--- src/rtl/vtg_pkg.sv ---
package vtg_pkg;
  localparam int VTG_NREG   = 12;
  localparam int VTG_CW_DEF = 12;

  // slot index of each timing value inside a packed bank
  localparam int RI_HSIZE     = 0;
  localparam int RI_VSIZE     = 1;
  localparam int RI_ACT_W     = 2;
  localparam int RI_ACT_H     = 3;
  localparam int RI_HS_ON     = 4;
  localparam int RI_HS_OFF    = 5;
  localparam int RI_VB_ON_PX  = 6;
  localparam int RI_VB_OFF_PX = 7;
  localparam int RI_VS_ON_LN  = 8;
  localparam int RI_VS_ON_PX  = 9;
  localparam int RI_VS_OFF_LN = 10;
  localparam int RI_VS_OFF_PX = 11;
endpackage

--- src/rtl/vtg_shadow.sv ---
module vtg_shadow #(
  parameter int CW   = vtg_pkg::VTG_CW_DEF,
  parameter int NREG = vtg_pkg::VTG_NREG,
  localparam int BW  = CW * NREG
) (
  input  logic          clk,
  input  logic          rst_n,
  input  logic          load,
  input  logic [BW-1:0] f0_in,
  input  logic [BW-1:0] f1_in,
  input  logic          il_in,
  output logic [BW-1:0] f0_sh,
  output logic [BW-1:0] f1_sh,
  output logic          il_sh
);
  always_ff @(posedge clk or negedge rst_n) begin
    if (!rst_n) begin
      f0_sh <= '0;
      f1_sh <= '0;
      il_sh <= 1'b0;
    end else if (load) begin
      f0_sh <= f0_in;
      f1_sh <= f1_in;
      il_sh <= il_in;
    end
  end

  // the copies move only on a load cycle
  p_shadow_hold_r9: assert property (@(posedge clk) disable iff (!rst_n)
    !load |=> ($stable(f0_sh) && $stable(f1_sh) && $stable(il_sh)));
endmodule

--- src/rtl/vtg_bank_sel.sv ---
module vtg_bank_sel #(
  parameter int CW   = vtg_pkg::VTG_CW_DEF,
  parameter int NREG = vtg_pkg::VTG_NREG,
  localparam int BW  = CW * NREG
) (
  input  logic          field,
  input  logic [BW-1:0] f0_sh,
  input  logic [BW-1:0] f1_sh,
  output logic [CW-1:0] cur [NREG]
);
  logic [BW-1:0] sel;
  assign sel = field ? f1_sh : f0_sh;

  for (genvar k = 0; k < NREG; k++) begin : g_slot
    assign cur[k] = sel[k*CW +: CW];
  end
endmodule

--- src/rtl/vtg_counter.sv ---
module vtg_counter #(
  parameter int CW = vtg_pkg::VTG_CW_DEF
) (
  input  logic          clk,
  input  logic          rst_n,
  input  logic          enable,
  input  logic          il_sh,
  input  logic [CW-1:0] hsize,
  input  logic [CW-1:0] vsize,
  output logic          running,
  output logic [CW-1:0] h,
  output logic [CW-1:0] v,
  output logic          field,
  output logic          eof_field,
  output logic          eof_frame
);
  logic h_last, v_last;

  assign h_last    = (h == hsize - CW'(1));
  assign v_last    = (v == vsize - CW'(1));
  assign eof_field = running && h_last && v_last;
  assign eof_frame = eof_field && (!il_sh || field);

  always_ff @(posedge clk or negedge rst_n) begin
    if (!rst_n) begin
      running <= 1'b0;
      h       <= '0;
      v       <= '0;
      field   <= 1'b0;
    end else begin
      running <= enable;
      if (!running) begin
        h     <= '0;
        v     <= '0;
        field <= 1'b0;
      end else if (h_last) begin
        h <= '0;
        if (v_last) begin
          v     <= '0;
          field <= il_sh ? ~field : 1'b0;
        end else begin
          v <= v + CW'(1);
        end
      end else begin
        h <= h + CW'(1);
      end
    end
  end

  // pixel index stays inside the line
  p_h_range_r2: assert property (@(posedge clk) disable iff (!rst_n)
    running |-> (h < hsize));
  // a full line wraps to pixel 0
  p_line_wrap_r2: assert property (@(posedge clk) disable iff (!rst_n)
    (running && h_last) |=> (h == '0));
  // interlaced field ends flip the field id
  p_field_flip_r7: assert property (@(posedge clk) disable iff (!rst_n)
    (eof_field && il_sh) |=> (field != $past(field)));
  // progressive keeps field 0
  p_prog_field0_r7: assert property (@(posedge clk) disable iff (!rst_n)
    (running && !il_sh) |-> !field);
endmodule

--- src/rtl/vtg_decode.sv ---
module vtg_decode #(
  parameter int CW = vtg_pkg::VTG_CW_DEF
) (
  input  logic          clk,
  input  logic          rst_n,
  input  logic          running,
  input  logic          field,
  input  logic [CW-1:0] h,
  input  logic [CW-1:0] v,
  input  logic [CW-1:0] vsize,
  input  logic [CW-1:0] act_w,
  input  logic [CW-1:0] act_h,
  input  logic [CW-1:0] hs_on,
  input  logic [CW-1:0] hs_off,
  input  logic [CW-1:0] vb_on_px,
  input  logic [CW-1:0] vb_off_px,
  input  logic [CW-1:0] vs_on_ln,
  input  logic [CW-1:0] vs_on_px,
  input  logic [CW-1:0] vs_off_ln,
  input  logic [CW-1:0] vs_off_px,
  output logic          hsync,
  output logic          hblank,
  output logic          vsync,
  output logic          vblank,
  output logic          active,
  output logic          field_id
);
  // true when raster point (lv, lh) is at or past point (rv, rh)
  function automatic logic at_or_after(input logic [CW-1:0] lv, input logic [CW-1:0] lh,
                                       input logic [CW-1:0] rv, input logic [CW-1:0] rh);
    return (lv > rv) || ((lv == rv) && (lh >= rh));
  endfunction

  logic hb_raw, vb_raw, vs_raw, hs_raw;

  assign hb_raw = (h >= act_w);
  assign hs_raw = (h >= hs_on) && (h < hs_off);
  assign vb_raw = at_or_after(v, h, act_h, vb_on_px)
               && !at_or_after(v, h, vsize - CW'(1), vb_off_px);
  assign vs_raw = at_or_after(v, h, vs_on_ln, vs_on_px)
               && !at_or_after(v, h, vs_off_ln, vs_off_px);

  assign hblank   = running && hb_raw;
  assign vblank   = running && vb_raw;
  assign hsync    = running && hs_raw;
  assign vsync    = running && vs_raw;
  assign active   = running && !hb_raw && !vb_raw;
  assign field_id = running && field;

  // the raster origin is active whenever the active area is non-empty
  p_origin_active_r6: assert property (@(posedge clk) disable iff (!rst_n)
    (running && h == '0 && v == '0 && act_w != '0 && act_h != '0) |-> active);
endmodule

--- src/rtl/vtg_interlace_timing.sv ---
module vtg_interlace_timing #(
  parameter int CW   = vtg_pkg::VTG_CW_DEF,
  parameter int NREG = vtg_pkg::VTG_NREG,
  localparam int BW  = CW * NREG
) (
  input  logic          clk,
  input  logic          rst_n,
  input  logic          enable_i,
  input  logic          interlace_i,
  input  logic [BW-1:0] f0_regs_i,
  input  logic [BW-1:0] f1_regs_i,
  output logic          hsync_o,
  output logic          hblank_o,
  output logic          vsync_o,
  output logic          vblank_o,
  output logic          active_o,
  output logic          field_id_o
);
  import vtg_pkg::*;

  logic [BW-1:0] f0_sh, f1_sh;
  logic          il_sh;
  logic          running, field, eof_field, eof_frame, shadow_load;
  logic [CW-1:0] h, v;
  logic [CW-1:0] cur [NREG];

  assign shadow_load = !running || eof_frame;

  vtg_shadow #(.CW(CW), .NREG(NREG)) u_shadow (
    .clk(clk), .rst_n(rst_n), .load(shadow_load),
    .f0_in(f0_regs_i), .f1_in(f1_regs_i), .il_in(interlace_i),
    .f0_sh(f0_sh), .f1_sh(f1_sh), .il_sh(il_sh)
  );

  vtg_bank_sel #(.CW(CW), .NREG(NREG)) u_bank_sel (
    .field(field), .f0_sh(f0_sh), .f1_sh(f1_sh), .cur(cur)
  );

  vtg_counter #(.CW(CW)) u_counter (
    .clk(clk), .rst_n(rst_n), .enable(enable_i), .il_sh(il_sh),
    .hsize(cur[RI_HSIZE]), .vsize(cur[RI_VSIZE]),
    .running(running), .h(h), .v(v), .field(field),
    .eof_field(eof_field), .eof_frame(eof_frame)
  );

  vtg_decode #(.CW(CW)) u_decode (
    .clk(clk), .rst_n(rst_n), .running(running), .field(field),
    .h(h), .v(v), .vsize(cur[RI_VSIZE]),
    .act_w(cur[RI_ACT_W]), .act_h(cur[RI_ACT_H]),
    .hs_on(cur[RI_HS_ON]), .hs_off(cur[RI_HS_OFF]),
    .vb_on_px(cur[RI_VB_ON_PX]), .vb_off_px(cur[RI_VB_OFF_PX]),
    .vs_on_ln(cur[RI_VS_ON_LN]), .vs_on_px(cur[RI_VS_ON_PX]),
    .vs_off_ln(cur[RI_VS_OFF_LN]), .vs_off_px(cur[RI_VS_OFF_PX]),
    .hsync(hsync_o), .hblank(hblank_o), .vsync(vsync_o),
    .vblank(vblank_o), .active(active_o), .field_id(field_id_o)
  );

  // a parked raster drives nothing
  p_idle_quiet_r1: assert property (@(posedge clk) disable iff (!rst_n)
    !running |-> !(hsync_o || hblank_o || vsync_o || vblank_o || active_o || field_id_o));
  // a running frame keeps its bank until the frame ends
  p_frame_lock_r9: assert property (@(posedge clk) disable iff (!rst_n)
    (running && !eof_frame) |=> $stable(f0_sh));
endmodule

--- config.mk ---
export PLATFORM = sky130hd
export DESIGN_NAME = vtg_interlace_timing
export DESIGN_NICKNAME = d
export VERILOG_FILES = /design/src/rtl/vtg_pkg.sv /design/src/rtl/vtg_shadow.sv /design/src/rtl/vtg_bank_sel.sv /design/src/rtl/vtg_counter.sv /design/src/rtl/vtg_decode.sv /design/src/rtl/vtg_interlace_timing.sv
export SDC_FILE = /design/constraint.sdc
export NUM_CORES = 1
export LEC_CHECK = 0
export BUFFER_PORTS_ARGS = -buffer_cell sky130_fd_sc_hd__buf_2
export CELL_PAD_IN_SITES_DETAIL_PLACEMENT = 1
export CELL_PAD_IN_SITES_GLOBAL_PLACEMENT = 1
export CORE_MARGIN = 2
export CORE_UTILIZATION = 46
export CTS_CLUSTER_SIZE = 14
export DETAILED_ROUTE_END_ITERATION = 8
export PLACE_DENSITY = 0.83
export SETUP_SLACK_MARGIN = 0.02
export SYNTH_ARGS = -nofsm -noshare
export SYNTH_HDL_FRONTEND = slang
export SYNTH_SLANG_ARGS = --single-unit
--- constraint.sdc ---
create_clock -name clk -period 6.15 [get_ports clk]
set_clock_uncertainty 0.1 [all_clocks]
set_input_delay 0.9225 -clock clk [delete_from_list [all_inputs] [get_ports clk]]
set_output_delay 0.9225 -clock clk [all_outputs]
set_load 0.005 [all_outputs]
==> impl_metrics.csv, run 1 <==
group,metric,value,unit
status,status,"finished, final reports clean",
clock_network,clock_path_buffers,3,
synth,synth_top_family_by_area,"multiplexers",
clock_network,post_cts.repair.setup_buffers,0,
sta,slew_viol_final,0,
global_route,antenna_found_initial,14,
floorplanning,die_area,0.03910,mm2
pwr,comb_power_share,0.128,
synth,ys.flop_type,"dfrtp_1",
sta,grt_setup_unrepaired,"no",
job,drv_cap,0,
sta,slew_headroom,0.1732,
detailed_routing,vias,12110,
pwr,power.density,257.8,mW/mm2
pwr,swShare,0.2547,
clock_network,cts_root_buf,"clkbuf_16",
synth,synth_fa_ha_area_frac,0.09784,
clock_network,cts_made_buffers,36,
critical_path,path_cells,"mux2i_1 > nand3_1 > or2_2 > nor3_1 > o21ai_0 > xnor2_1 > ha_1 > nand4_1 > nor2_1 > and2_1 > nor2_1 > o2111a_1 > a41o_1 > a211oi_1 > buf_2",
synth,yosysSeqAreaShare,0.4566,
finish,drive_gt1_frac,0.2869,
sta,finalCriticalPeriod,5.487,ns
sta,setup_violations,0,
critical_path,endpoint_kind,"output port",
synth,synthMuxAreaShare,0.2740,
synth,synthSimpleGateAreaFrac,0.06255,
floorplanning,fp-row-count,70,
detailed_routing,antenna_left,0,
global_route,grt_usage,0.2557,
floorplanning,core_area,0.03679,mm2
synth,async_flop_share,1.000,
pwr,ir_drop,0.1953,mV
clock_network,cts.htree.levels,2,
detailed_routing,routed_wirelength,49.03,mm
critical_path,slowest_stage,"dfrtp_4",
synth,syn_inst,1342,
detailed_routing,drc,0,
sta,setup_tns,0,ns
clock_network,cts_sinks,315,
worst_hold_path,hold_path.class,"input port to asynchronous set/reset pin",
pwr,p_int,3.891,mW
synth,yosys_warnings,0,
critical_path,worst-path-max-fanout,32,
floorplanning,initial_utilization,0.4693,
sta,fmax,182.3,MHz
critical_path,cp-start-kind,"flop",
synth,synth_compound_area_frac,0.05936,
pwr,switchingPower,1.330,mW
detailed_routing,wl_per_cell,22.89,um
finish,nNetsFinal,2065,
floorplanning,pin_count,298,
place,dp_slack,1.253,ns
synth,synth_xor_area_frac,0.01674,
clock_network,clk_latency,0.55,ns
pwr,clock_power_share,0.413,
critical_path,reg2reg_depth,11,
place,gp_congestion,0.8108,
sta,finalCritPeriodShare,0.8922,
sta,whs,0.1996,ns
synth,synth_edf_count,0,
floorplanning,die_y,197.7,um
global_route,grt_max_degree,128,
critical_path,required,5.13,ns
detailed_routing,via_per_inst,5.651,
floorplanning,die_x,197.7,um
critical_path,timing.critical_path.arrival,4.46,ns
pwr,seq_power_share,0.459,
global_route,grt-ovfl-total,0,
synth,yosys.cell_types.count,59,
global_route,grt_pass1_wl,75.94,mm
global_route,grt_pass1_vias,13560,
critical_path,cpMostUsedCell,"nor2_1",
synth,syn-num-nets,1769,
sta,tightest_slew,1.229,ns
synth,avgSynthCellArea,12.86,um2
critical_path,max_stage_delay,0.70,ns
synth,yosys_register_bits,315,
clock_network,cts_resized,0,
detailed_routing,first_iter_violations,523,
place,portBuffers,297,
critical_path,crit_type,"flop to output port",
clock_network,path_clk_slew,0.06,ns
synth,synth_area,0.01726,mm2
sta,hold_violations,0,
detailed_routing,dr.pass1.iters,4,
clock_network,cts_tree,"done",
pwr,p_leak,9.165,nW
clock_network,cts_hold_buf,0,
finish,syn_to_final_growth,17.30,%
sta,timing.final.ws_setup,0.6631,ns
place,hpwl,35.91,mm
==> power groups by stage <==
stage               logic, mW  clock network (mW)  registers, mW
finish                  0.670                2.16           2.39
global route            0.747                2.31           2.42
CTS                     0.681                2.21           2.40
detailed placement      0.673                   0           2.43
global placement        0.629                   0           2.41
floorplan               0.430                   0           2.38
==> critical path, delay by kind of cell, from the launching register on <==
family | cells | cell delay, ns
fa+ha+maj | 1 | 0.30
flops | 1 | 0.70
buf+inv | 1 | 0.17
compound gates | 4 | 0.80
mux | 1 | 0.39
simple gates | 7 | 1.39
xor+xnor | 1 | 0.17
==> area by class of cell <==
type / instances / area [um2]
tap: 468 / 585.6
timing repair buffer: 317 / 1709
sequential: 315 / 7886
clock inverter: 17 / 167.7
inverter: 12 / 45.04
multi-input combinational: 956 / 8826
fill: 3838 / 16530
clock buffer: 49 / 1011
antenna: 8 / 20.02
==> final timing paths <==
check / slack, ns / end / start
min: 0.20 / u_shadow.f1_sh[12] / rst_n
max reg2reg: 1.25 / u_shadow.f1_sh[16] / u_counter.field
min in group clk: 0.38 / u_shadow.f0_sh[79] / u_shadow.f0_sh[79]
max in group asynchronous: 4.41 / u_shadow.f1_sh[83] / rst_n
max: 0.66 / active_o / u_counter.field
min reg2reg: 0.38 / u_shadow.f0_sh[79] / u_shadow.f0_sh[79]
==> metrics by stage <==
step | std cells | util | power (mW) | area (um2)
global placement | 2068 | 0.5179 | 3.038 | 19050
detailed placement | 2068 | 0.5179 | 3.102 | 19050
global route | 2137 | 0.5502 | 5.472 | 20240
finish | 2142 | 0.5505 | 5.221 | 20250
CTS | 2134 | 0.5500 | 5.284 | 20230
floorplan | 1342 | - | 2.806 | 17260
==> cells in the final DEF (no fill, tap or decap), drive strengths merged, types with 6 or more instances in the layout <==
cell type,synthesis,routed
dfrtp,315,315
diode,0,8
mux2i,135,135
a21o,29,29
nand2,16,16
nor2,45,45
inv,12,14
o21a,11,11
clkbuf,19,49
nand2b,13,13
a21oi,45,45
mux2,300,300
nand3,10,10
ha,135,135
nand4,16,16
buf,40,317
nor3,23,23
clkinv,0,12
or4b,9,9
nor2b,12,12
o21ai,36,36
a211oi,6,6
xor2,12,12
xnor2,21,21
and3,17,17
==> sequential cells by signal, summed over array words and instances, names as in the netlist <==
register           cells
u_shadow.f0_sh       144
u_shadow.f1_sh       144
u_counter.h           12
u_counter.v           12
u_counter.field        1
u_counter.running      1
u_shadow.il_sh         1
==> metal layers <==
metal,track usage,vias up,share of wire
met5,0,-,0.0013
met4,0.09580,10,0.032
met3,0.05859,101,0.053
met2,0.4549,273,0.50
met1,0.3005,6138,0.41
li1,-,5583,-
==> kinds of logic after synthesis <==
group	count (synthesis)
compound gates	160
xor+xnor	33
fa+ha+maj	135
buf+inv	71
flops	315
mux	435
simple gates	193
==> synthesized netlist by cell type (20+ instances only) <==
cell type,n,share of area
mux2_2,90,0.059
a21o_1,29,0.013
xnor2_1,21,0.011
ha_1,135,0.098
a21oi_1,45,0.013
mux2_1,210,0.14
nor3_1,23,0.0067
dfrtp_1,315,0.46
o21ai_0,35,0.010
nor2_1,45,0.0098
buf_8,20,0.017
mux2i_1,135,0.078
(Power assumes the default switching activity.)
==> run 2: changes to the inputs <==
--- a/config.mk
+++ b/config.mk
@@ -17,3 +17,4 @@
 export SYNTH_ARGS = -nofsm -noshare
 export SYNTH_HDL_FRONTEND = slang
 export SYNTH_SLANG_ARGS = --single-unit
+export TNS_END_PERCENT = 5
==> constraint.sdc (replaced) <==
create_clock -name clk -period 6.15 [get_ports clk]
set_clock_uncertainty 0.1 [all_clocks]
set_input_delay 0.9225 -clock clk [delete_from_list [all_inputs] [get_ports clk]]
set_output_delay 0.9225 -clock clk [all_outputs]
set_load 0.02 [all_outputs]
==> run 2 against run 1 <==
  * Count of clock-buffer cells in the layout up 7
  * Power up 4.0%
  * First-iteration DRC count shrank 26%
  * Via count is 0.66% higher
  * Non-clock buffer count decreased by 4
  * Fmax shrank 4.8%
  * Core utilization grew 0.46 points
  * Die area unchanged
  * Final area rose by 0.83%
  * Combinational power about the same
  * Setup slack got worse by 0.27 ns
  * Final cell count down 0.14%
==> impl_metrics.csv, run 2 (same netlist as run 1, synthesis figures left out) <==
group,metric,value,unit
detailed_routing,routed_wirelength,49.60,mm
detailed_routing,via_per_inst,5.697,
worst_hold_path,hold_path.class,"input port to asynchronous set/reset pin",
pwr,power,5.428,mW
clock_network,cts_made_buffers,37,
critical_path,timing.critical_path.arrival,4.74,ns
clock_network,cts.htree.levels,2,
detailed_routing,drc,0,
global_route,grt_max_degree,120,
status,status,"finished, final reports clean",
sta,timing.final.ws_setup,0.3892,ns
clock_network,cts_hold_buf,0,
clock_network,clock_path_buffers,3,
detailed_routing,dr.pass1.iters,4,
detailed_routing,first_iter_violations,385,
detailed_routing,antenna_left,0,
global_route,grt_usage,0.2557,
global_route,grt_pass1_vias,13860,
critical_path,cp-start-kind,"flop",
critical_path,crit_family,"simple AND/OR/NAND/NOR gates",
global_route,grt-ovfl-total,0,
sta,whs,0.2289,ns
detailed_routing,route.met3.wl,2.907,mm
floorplanning,pin_count,298,
sta,tightest_slew,1.217,ns
place,portBuffers,297,
finish,final_cell_mix,"dfrtp_1 (314), buf_2 (296), mux2_1 (210)",
critical_path,crit_type,"flop to output port",
pwr,power.density,265.8,mW/mm2
critical_path,endpoint_kind,"output port",
pwr,p_leak,9.213,nW
detailed_routing,top_layer_used,"met5",
clock_network,path_clk_slew,0.06,ns
critical_path,path_cells,"mux2i_1 > nand3_1 > or2_2 > nor3_1 > o21ai_0 > xnor2_1 > ha_1 > nand4_1 > nor2_1 > and2_4 > nor2_1 > o2111a_1 > a41o_1 > a211oi_1 > buf_2",
place,gp_congestion,0.7905,
place,hpwl,35.71,mm
critical_path,cpMostUsedCell,"nor2_1",
sta,finalCritPeriodShare,0.9367,
finish,reg_top3,"u_shadow.f0_sh x144, u_shadow.f1_sh x144",
detailed_routing,wl_per_cell,23.19,um
sta,finalCriticalPeriod,5.761,ns
finish,final_common_cell,"dfrtp_1",
sta,fmax,173.6,MHz
detailed_routing,vias,12190,
finish,nNetsFinal,2062,
critical_path,slowest_stage,"dfrtp_4",
critical_path,cp_num_buf_inv,1,
sta,grt_setup_unrepaired,"no",
floorplanning,fp-row-count,70,
critical_path,required,5.13,ns
floorplanning,die_y,197.7,um
sta,hold_violations,0,
sta,slew_viol_final,0,
job,drv_cap,0,
critical_path,worst-path-max-fanout,21,
finish,syn_to_final_growth,18.27,%
floorplanning,core_area,0.03679,mm2
sta,slew_headroom,0.1811,
clock_network,clk_latency,0.56,ns
global_route,grt_pass1_wl,75.86,mm
clock_network,cts_tree,"done",
place,dp_slack,0.5826,ns
sta,setup_violations,0,
sta,setup_tns,0,ns
floorplanning,die_area,0.03910,mm2
global_route,antenna_found_initial,19,
detailed_routing,wl_met2,24.77,mm
detailed_routing,wl_met1,19.89,mm
floorplanning,initial_utilization,0.4693,
clock_network,cts_sinks,315,
pwr,ir_drop,0.2011,mV
finish,drive_gt1_frac,0.2864,
floorplanning,die_x,197.7,um
clock_network,cts_root_buf,"clkbuf_16",
critical_path,max_stage_delay,0.65,ns
run 2: changes by cell type in the layout (fill, tap and decap cells not counted), sizes merged:
cell,previous run,this run
buf,317,313
bufinv,3,5
clkbuf,49,56
clkinv,12,3
clkinvlp,0,1
diode,8,9
inv,14,13
run 2: area by class of cell:
class                      instances  area (um2)
fill                            3807       16370
multi-input combinational        956        8828
sequential                       315        7886
timing repair buffer             313        1729
clock buffer                      56        1140
tap                              468       585.6
clock inverter                    10       181.4
inverter                          12       45.04
antenna                            9       22.52
run 2: final timing paths:
| check | slack [ns] | end | from | cells after the start |
|---|---|---|---|---|
| max | 0.39 | active_o | u_counter.field | 15 |
| min | 0.23 | u_shadow.f0_sh[13] | rst_n | 1 |
| max reg2reg | 1.22 | u_shadow.f0_sh[36] | u_counter.field | 11 |
| min reg2reg | 0.38 | u_shadow.f0_sh[76] | u_shadow.f0_sh[76] | 1 |
| max in group asynchronous | 4.59 | u_shadow.f1_sh[82] | rst_n | 2 |
| min in group clk | 0.38 | u_counter.running | enable_i | 1 |
run 2: what timing repair did:
item | CTS | global route
setup endpoints to repair | 1 | 2
cloned | 0 | 0
buffers inserted | 0 | 1
resized for setup | 1 | 1
run 2: layer usage:
metal,global-route usage,up-vias
met2,0.4482,313
met5,0,-
li1,-,5558
met3,0.07069,130
met4,0.1153,18
met1,0.2906,6166
run 2: metrics by stage:
stage	area [um2]	utilization	std cells
final	20420	0.5551	2139
after floorplan	17260	-	1342
after detailed placement	19050	0.5179	2063
after CTS	20370	0.5539	2129
after global routing	20410	0.5549	2136
after global placement	19050	0.5179	2063
run 2: power by group:
part	leakage [nW]	switching, mW	internal (mW)
combinational	4.83	0.329	0.344
clock	0.648	0.880	1.49
sequential	3.74	0.122	2.27
total	9.21	1.33	4.10
run 2: worst register-to-register path, stage by stage, from the launching register on:
cell and delay [ns]:
dfrtp_4 0.65, buf_12 0.46, mux2i_1 0.35, xor2_1 0.41
nand2_1 0.13, o311ai_0 0.39, nor3_1 0.12, or4_4 0.70
o31ai_4 0.37, buf_4 0.31, buf_4 0.42, mux2_2 0.40
==> run 3: changes to the inputs <==
--- a/config.mk
+++ b/config.mk
@@ -13,6 +13,7 @@
 export CTS_CLUSTER_SIZE = 14
 export DETAILED_ROUTE_END_ITERATION = 8
 export PLACE_DENSITY = 0.83
+export RECOVER_POWER = 100
 export SETUP_SLACK_MARGIN = 0.02
 export SYNTH_ARGS = -nofsm -noshare
 export SYNTH_HDL_FRONTEND = slang
==> run 3 against run 2 <==
  * The flow now finishes with violations (capacitance limit, slew limit)
  * Via count is 0.13% lower
  * Register-to-register slack worse by 0.73 ns
  * Wire length is 0.24% lower
  * Sequential share of layout area is 0.16 points higher
  * Core utilization is 0.22 points lower
  * Critical path depth stayed put
  * Die area stayed put
  * Combinational power is 0.7% lower
  * Setup slack worse by 0.0019 ns
  * Critical endpoint unchanged
  * Largest cell class unchanged
==> impl_metrics.csv, run 3 (same netlist as run 1, synthesis figures left out) <==
group,metric,value,unit
status,status,"finished with violations",
status,violations,"capacitance limit, slew limit",
finish,syn_to_final_growth,17.79,%
floorplanning,core_area,0.03679,mm2
detailed_routing,routed_wirelength,49.48,mm
pwr,switchingPower,1.328,mW
detailed_routing,antenna_left,0,
critical_path,path_cells,"mux2i_1 > nand3_1 > or2_2 > nor3_1 > o21ai_0 > xnor2_1 > ha_1 > nand4_1 > nor2_1 > and2_4 > nor2_1 > o2111a_1 > a41o_1 > a211oi_1 > clkbuf_2",
sta,hold_violations,0,
critical_path,timing.critical_path.arrival,4.74,ns
finish,reg_top3,"u_shadow.f0_sh x144, u_shadow.f1_sh x144",
critical_path,required,5.13,ns
floorplanning,die_y,197.7,um
critical_path,crit_type,"flop to output port",
sta,tightest_slew,4.514,ns
critical_path,slowest_stage,"dfrtp_4",
finish,final_common_cell,"dfrtp_1",
global_route,grt_max_degree,120,
clock_network,cts_tree,"done",
pwr,clock_power_share,0.436,
pwr,seq_power_share,0.440,
pwr,comb_power_share,0.123,
global_route,antenna_found_initial,19,
floorplanning,die_area,0.03910,mm2
finish,area.sequential,0.007886,mm2
floorplanning,pin_count,298,
finish,fillers,3815,
sta,fmax,173.5,MHz
clock_network,cts_hold_buf,0,
clock_network,cts_sinks,315,
detailed_routing,wl_per_cell,23.13,um
pwr,p_leak,9.179,nW
finish,post_layout_nonfiller_instances,2139,
global_route,grt_pass1_wl,75.86,mm
clock_network,clock_path_buffers,3,
finish,multi_input_area,0.008811,mm2
place,hpwl,35.71,mm
pwr,p_int,4.094,mW
place,portBuffers,297,
place,placed_cells,2063,
floorplanning,die_x,197.7,um
critical_path,max_stage_delay,0.65,ns
critical_path,worst-path-max-fanout,21,
sta,finalCritPeriodShare,0.9370,
pwr,power.density,266.6,mW/mm2
detailed_routing,via_per_inst,5.689,
sta,slew_headroom,-2.010,
global_route,grt-busiest-layer,"met2",
detailed_routing,first_iter_violations,415,
pwr,swShare,0.2448,
critical_path,endpoint_kind,"output port",
sta,finalCriticalPeriod,5.763,ns
global_route,use_met2,0.4482,
clock_network,cts_made_buffers,37,
worst_hold_path,hold_path.class,"flop to flop",
global_route,use_met1,0.2906,
sta,setup_violations,0,
place,gp_congestion,0.7905,
clock_network,path_clk_slew,0.06,ns
floorplanning,fp-row-count,70,
global_route,use_met3,0.07069,
sta,setup_tns,0,ns
critical_path,cp-start-kind,"flop",
finish,drive_gt1_frac,0.2834,
finish,nNetsFinal,2062,
global_route,grt_usage,0.2557,
detailed_routing,drc,0,
global_route,grt_pass1_vias,13860,
pwr,ir_drop,0.2009,mV
sta,grt_setup_unrepaired,"no",
clock_network,clk_latency,0.56,ns
clock_network,cts_root_buf,"clkbuf_16",
job,drv_cap,1,
global_route,grt-ovfl-total,0,
sta,slew_viol_final,81,
clock_network,cts.htree.levels,2,
detailed_routing,vias,12170,
detailed_routing,dr.pass1.iters,4,
floorplanning,initial_utilization,0.4693,
finish,final_cell_mix,"dfrtp_1 (314), buf_2 (294), mux2_1 (211)",
critical_path,cpMostUsedCell,"nor2_1",
-- run 3: path summary, 6_finish.rpt --
kind                                         start            endpoint  slack, ns  cells after the start
worst max-delay path               u_counter.field            active_o       0.39                     15
worst min-delay path            u_shadow.f0_sh[76]  u_shadow.f0_sh[76]       0.38                      1
worst max register to register     u_counter.field   u_shadow.f1_sh[4]       0.49                     10
worst min register to register  u_shadow.f0_sh[76]  u_shadow.f0_sh[76]       0.38                      1
max in group asynchronous                    rst_n  u_shadow.f1_sh[57]       1.51                      1
min in group asynchronous                    rst_n  u_shadow.f0_sh[16]       1.86                      1
-- run 3: repair_timing --
item | 4_1_cts | 5_1_grt
gates resized for setup | 1 | 1
endpoints found under the setup margin | 1 | 2
buffers inserted | 0 | 1
-- run 3: power by group through the flow --
stage / Sequential [mW] / Combinational (mW) / Clock, mW
after CTS: 2.39 / 0.685 / 2.42
after floorplan: 2.38 / 0.430 / 0
after detailed placement: 2.42 / 0.676 / 0
final: 2.39 / 0.667 / 2.37
after global placement: 2.41 / 0.635 / 0
after global routing: 2.41 / 0.746 / 2.49
-- run 3: routing by layer --
metal	up-vias	share of wire
met5	-	0.0020
met3	128	0.058
met4	18	0.039
met1	6157	0.40
met2	305	0.50
li1	5561	-
-- run 3: worst max-delay path: cells and delay by family (launching register included) --
kind | cells | cell delay, ns
flip-flops | 1 | 0.65
adder cells (fa/ha/maj) | 1 | 0.30
AND/OR/NAND/NOR | 7 | 1.57
AO/OA/AOI/OAI | 4 | 0.86
XOR/XNOR | 1 | 0.17
buffers and inverters | 1 | 0.22
multiplexers | 1 | 0.40
-- run 3: layout make-up --
cell class,count,share of cell area
Multi-Input combinational cell,956,0.4333
Sequential cell,315,0.3878
Timing Repair Buffer,313,0.08183
Clock buffer,56,0.05605
Tap cell,468,0.02879
Clock inverter,10,0.008921
Inverter,12,0.002215
Antenna cell,9,0.001107
-- run 3: metrics by stage --
stage                     hold slack (ns)  setup WS (ns)  utilization  area (um2)  total power [mW]
after floorplan                    0.3522         0.5571            -       17260             2.807
after global placement             0.3624         0.8802       0.5179       19050             3.040
after detailed placement           0.3713         0.5826       0.5179       19050             3.099
after CTS                          0.2435         0.1463       0.5539       20370             5.496
after global routing               0.3813        0.03666       0.5526       20330             5.648
final                              0.3823         0.3873       0.5528       20340             5.422
